==> config.mk <==
export PLATFORM = sky130hd
export DESIGN_NAME = graph_region_filter
export DESIGN_NICKNAME = d
export VERILOG_FILES = /design/src/rtl/graph_filter_pkg.sv /design/src/rtl/gf_bound_regs.sv /design/src/rtl/gf_range_match.sv /design/src/rtl/graph_region_filter.sv
export SDC_FILE = /design/constraint.sdc
export NUM_CORES = 2
export LEC_CHECK = 0
export BUFFER_PORTS_ARGS = -buffer_cell sky130_fd_sc_hd__buf_2
export CORE_MARGIN = 3
export CORE_UTILIZATION = 68
export DETAILED_ROUTE_END_ITERATION = 16
export PLACE_DENSITY = 0.91
export RECOVER_POWER = 50
export SYNTH_ARGS = -nofsm -noshare
export SYNTH_HDL_FRONTEND = slang
export SYNTH_HIERARCHICAL = 1
export SYNTH_SLANG_ARGS = --single-unit
==> constraint.sdc <==
create_clock -name clk -period 19.98 [get_ports clk]
set_input_delay 2.997 -clock clk [delete_from_list [all_inputs] [get_ports clk]]
set_output_delay 2.997 -clock clk [all_outputs]
set_load 0.02 [all_outputs]
==> src/rtl/graph_filter_pkg.sv <==
package graph_filter_pkg;
   localparam int NUM_REGIONS = 4;
   localparam int REGION_W    = 2;

   typedef enum logic [REGION_W-1:0] {
      RGN_QUEUE  = 2'd0,
      RGN_OFFSET = 2'd1,
      RGN_EDGE   = 2'd2,
      RGN_SEEN   = 2'd3
   } region_e;

   typedef enum logic {
      SRC_DEMAND = 1'b0,
      SRC_FILL   = 1'b1
   } src_e;
endpackage

==> src/rtl/gf_bound_regs.sv <==
module gf_bound_regs
   import graph_filter_pkg::*;
#(
   parameter int AW = 48
) (
   input  logic                          clk,
   input  logic                          rst_n,
   input  logic                          cfg_we,
   input  logic [2:0]                    cfg_sel,
   input  logic [AW-1:0]                 cfg_wdata,
   output logic [NUM_REGIONS-1:0][AW-1:0] base_o,
   output logic [NUM_REGIONS-1:0][AW-1:0] end_o
);
   for (genvar r = 0; r < NUM_REGIONS; r++) begin : g_rgn
      logic sel_hit;
      assign sel_hit = cfg_we && (cfg_sel[2:1] == REGION_W'(r));

      always_ff @(posedge clk) begin
         if (!rst_n) begin
            base_o[r] <= '0;
            end_o[r]  <= '0;
         end else if (sel_hit) begin
            if (cfg_sel[0]) end_o[r]  <= cfg_wdata;
            else            base_o[r] <= cfg_wdata;
         end
      end
   end
endmodule

==> src/rtl/gf_range_match.sv <==
module gf_range_match
   import graph_filter_pkg::*;
#(
   parameter int AW         = 48,
   parameter int ELEM_SHIFT = 3
) (
   input  logic [AW-1:0]                  addr_i,
   input  logic [NUM_REGIONS-1:0][AW-1:0] base_i,
   input  logic [NUM_REGIONS-1:0][AW-1:0] end_i,
   output logic                           hit_o,
   output logic [REGION_W-1:0]            region_o,
   output logic [AW-ELEM_SHIFT-1:0]       index_o
);
   logic [NUM_REGIONS-1:0]         in_win;
   logic [NUM_REGIONS-1:0][AW-1:0] offs;

   for (genvar r = 0; r < NUM_REGIONS; r++) begin : g_cmp
      assign in_win[r] = (addr_i >= base_i[r]) && (addr_i < end_i[r]);
      assign offs[r]   = addr_i - base_i[r];
   end

   always_comb begin
      hit_o    = 1'b0;
      region_o = '0;
      index_o  = '0;
      for (int r = NUM_REGIONS - 1; r >= 0; r--) begin
         if (in_win[r]) begin
            hit_o    = 1'b1;
            region_o = REGION_W'(r);
            index_o  = offs[r][AW-1:ELEM_SHIFT];
         end
      end
   end
endmodule

==> src/rtl/graph_region_filter.sv <==
module graph_region_filter
   import graph_filter_pkg::*;
#(
   parameter int AW         = 48,
   parameter int DW         = 64,
   parameter int ELEM_SHIFT = 3,
   parameter bit FILL_FIRST = 1'b1
) (
   input  logic                     clk,
   input  logic                     rst_n,
   input  logic                     cfg_we,
   input  logic [2:0]               cfg_sel,
   input  logic [AW-1:0]            cfg_wdata,
   input  logic                     ld_valid,
   input  logic [AW-1:0]            ld_addr,
   input  logic [DW-1:0]            ld_data,
   input  logic                     fill_valid,
   input  logic [AW-1:0]            fill_addr,
   input  logic [DW-1:0]            fill_data,
   input  logic                     out_ready,
   output logic                     out_valid,
   output logic [1:0]               out_region,
   output logic                     out_src,
   output logic [AW-ELEM_SHIFT-1:0] out_index,
   output logic [DW-1:0]            out_data
);
   localparam int IW     = AW - ELEM_SHIFT;
   localparam int NSRC   = 2;
   localparam int S_LD   = 0;
   localparam int S_FILL = 1;

   if (AW <= ELEM_SHIFT + 1) begin : g_bad_aw
      $error("graph_region_filter: AW too small for ELEM_SHIFT");
   end
   if (DW < 8) begin : g_bad_dw
      $error("graph_region_filter: DW below one byte");
   end

   logic [NUM_REGIONS-1:0][AW-1:0] base_q, end_q;

   gf_bound_regs #(.AW(AW)) u_bounds (
      .clk       (clk),
      .rst_n     (rst_n),
      .cfg_we    (cfg_we),
      .cfg_sel   (cfg_sel),
      .cfg_wdata (cfg_wdata),
      .base_o    (base_q),
      .end_o     (end_q)
   );

   logic [NSRC-1:0][AW-1:0]       s_addr;
   logic [NSRC-1:0]               s_valid;
   logic [NSRC-1:0]               s_hit;
   logic [NSRC-1:0][1:0]          s_region;
   logic [NSRC-1:0][IW-1:0]       s_index;

   assign s_addr[S_LD]    = ld_addr;
   assign s_addr[S_FILL]  = fill_addr;
   assign s_valid[S_LD]   = ld_valid;
   assign s_valid[S_FILL] = fill_valid;

   for (genvar s = 0; s < NSRC; s++) begin : g_src
      gf_range_match #(.AW(AW), .ELEM_SHIFT(ELEM_SHIFT)) u_match (
         .addr_i   (s_addr[s]),
         .base_i   (base_q),
         .end_i    (end_q),
         .hit_o    (s_hit[s]),
         .region_o (s_region[s]),
         .index_o  (s_index[s])
      );
   end

   logic take_ld, take_fill;
   logic ld_ok, fill_ok;
   assign ld_ok   = s_valid[S_LD]   && s_hit[S_LD];
   assign fill_ok = s_valid[S_FILL] && s_hit[S_FILL];

   if (FILL_FIRST) begin : g_fill_first
      assign take_fill = fill_ok;
      assign take_ld   = ld_ok && !fill_ok;
   end else begin : g_load_first
      assign take_ld   = ld_ok;
      assign take_fill = fill_ok && !ld_ok;
   end

   logic slot_free;
   assign slot_free = !out_valid || out_ready;

   always_ff @(posedge clk) begin
      if (!rst_n) begin
         out_valid <= 1'b0;
      end else if (slot_free) begin
         out_valid <= take_ld || take_fill;
      end
   end

   always_ff @(posedge clk) begin
      if (slot_free && (take_ld || take_fill)) begin
         if (take_fill) begin
            out_region <= s_region[S_FILL];
            out_index  <= s_index[S_FILL];
            out_src    <= SRC_FILL;
            out_data   <= fill_data;
         end else begin
            out_region <= s_region[S_LD];
            out_index  <= s_index[S_LD];
            out_src    <= SRC_DEMAND;
            out_data   <= ld_data;
         end
      end
   end
endmodule

==> out/qor.txt <==
drt first pass iters: 10
GRT overflow: 0
CTS max path bufs: 3
CTS tree: built
violated checks: capacitance limit, slew limit
total power: 3.59 mW
initial antenna violation count: 13
drc violations: 0
setup tns final: 0 ns
post-CTS sizing: 0
clk slew on worst S/H paths: 0.06 ns
Area Overhead vs Synth: 8.05%
cts hold-fix bufs: 0
die width: 283 um
placed instance count: 7681
Max Slew Vio Count: 400
final layout net count: 7810
main area contributors after synthesis: ha_1 (18%), dfxtp_1 (15%), mux2i_1 (7.6%)
unrepaired setup endpoints after global routing: no
Clock Latency Late Sink: 0.65 ns
Ports: 394
post-route ant nets: 0
Synth Cell Area: 52000 um^2
final worst-path setup slack: 11.15 ns
GP Congestion: 1.16
Post-DP HPWL: 173000 um
fin cells: 7796
post-synthesis sequential area ratio: 21.3%
vias per inst: 7.10
Finish-stage setup viols: 0
syn nets: 7539
Buffers on Ports: 393
run status: finished, violations left
max cap viols: 12
share of layout cells above drive strength 1: 8.91%
clk root buf: clkbuf_16
Clock Skews: 0.0243 ns
Floorplan Core Area: 75100 um^2
pin count of the biggest net entering global routing: 94
flops & latches, synth: 497
Detailed Route Iter0 Violations: 8737
Synth Warn #: 6
Tmin final: 8.83 ns
critical setup path kind: input pin to register
Post-synth EDFFs: 112
fmax: 113 MHz
Worst Path Arrival: 9.07 ns
die footprint: 79900 um^2
global-route wire length before repair: 322000 um
vias after detailed routing: 55300
cell row count: 100
die height: 283 um
postcts setup bufs: 0
leakage: 24.0 nW
worst path required time: 20.22 ns
dpl ws: 11.02 ns
Routed WL: 226000 um
Yosys top cell area share: 18.3%
Syn Inst Count: 6498
Power Dens Cells: 63.8 nW/um^2
H-tree levels: 2
Critical Path Fanout Max: 85
Tcrit/Tclk final: 44.2%
Yosys top cell by area: ha_1
Async SR Flop Fraction: 0%
GRT Total Usage: 53.8%
maximum VDD drop: 0.0736 mV
vias in the first global route: 51400
clk sinks: 497
Rel. slew slack: -263%
count leader, synth: inv_1
unique cell type count in the Yosys netlist: 107
Final Hold Viols: 0
Worst Tran Pin Value: 5.45 ns
Routed WL per cell: 29.0 um
Critical Path End Type: register
Post-Syn Area per Cell: 8.01 um^2
CTS Buf Count: 54
Most used DFF post-synth: dfxtp_1
Initial Util: 69.3%
Final Util: 74.9%
CP Launch Type: input pin
Hold Path Class: register to register
most instantiated cells after synthesis: inv_1 (849), nand2_1 (764), ha_1 (760)
==> layer usage <==
layer / GRT usage (%) / wire [um] / up-vias
li1: - / - / 23700
met1: 66.2 / 80000 / 25600
met2: 77.1 / 88100 / 4819
met3: 18.5 / 36000 / 1216
met4: 41.4 / 22300 / 6
met5: 0 / 45 / -
==> where the power goes <==
part	total [mW]	switching (mW)	internal, mW
Clock	1.09	0.481	0.611
Sequential	1.16	0.0457	1.11
Combinational	1.34	0.869	0.469
Total	3.59	1.40	2.19
==> placed cells by master, fill, tap and decap left out, drive strengths merged, types with 17 or more instances in the layout <==
cell type,count
nand2b,32
mux2i,395
a22oi,17
a21o,241
and2,27
nor2b,36
o22ai,18
clkbuf,193
a31o,18
or3,43
and4,23
o211ai,43
nand2,768
nor2,279
a21oi,522
ha,760
xor2,134
o221ai,18
o21bai,62
a21boi,17
buf,316
nand4,137
mux2,112
a211oi,62
a211o,18
edfxtp,112
o31ai,27
nor3,101
nand3,138
o21ai,274
a2111oi,23
xnor2,168
o21a,59
a31oi,63
inv,859
a221oi,49
and3,33
dfxtp,385
==> area by class of cell <==
class / count / area [um^2]
inverter: 850 / 3190
clock inverter: 29 / 322
antenna: 15 / 37.5
sequential: 497 / 11100
timing repair buffer: 439 / 2150
tap: 969 / 1210
clock buffer: 70 / 1560
fill: 5676 / 18800
multi-input combinational: 4927 / 36700
==> sequential cells by signal (all words and copies together) (netlist names) <==
signal	count
out_data	64
out_valid	1
u_bounds/end_o	192
u_bounds/base_o	192
out_region	2
out_src	1
out_index	45
==> cell families (layout without fill, tap and decap cells) <==
family,after synthesis,in the layout,synth area share (%)
flip-flops,497,497,21.3
buffers and inverters,1074,1388,8.39
multiplexers,507,507,10.6
other,0,15,0
adder cells (fa/ha/maj),760,760,18.3
AO/OA/AOI/OAI,1673,1673,21.3
XOR/XNOR,302,302,5.08
AND/OR/NAND/NOR,1685,1685,15.1
==> stage by stage <==
stage | hold slack, ns | instance area [um^2]
floorplan | 0.447 | 52000
global placement | 0.460 | 54500
detailed placement | 0.467 | 54500
CTS | 0.477 | 56400
global route | 0.492 | 56200
finish | 0.478 | 56200
==> worst paths after layout <==
check / to / startpoint / cells after the start / slack (ns)
min: u_bounds/end_o[164] / u_bounds/end_o[164] / 2 / 0.48
max: out_index[30] / fill_addr[1] / 18 / 11.15
min reg2reg: u_bounds/end_o[164] / u_bounds/end_o[164] / 2 / 0.48
max reg2reg: out_index[30] / u_bounds/base_o[1] / 18 / 13.26
==> worst max-delay path: stages <==
cell and delay, ns:
buf_2 0.18, ha_1 0.33, nor2b_1 0.17, o31ai_1 0.20, a2111o_1 0.53, a21oi_1 0.64
nor2_1 0.12, buf_4 0.22, o21a_1 0.33, a211oi_4 0.24, buf_4 0.52, a21oi_1 0.08
buf_4 0.24, nand2_1 0.21, a22oi_1 0.16, a21oi_4 0.20, buf_4 0.49, buf_4 0.93
Note: power is estimated with default switching activity, not from simulation.
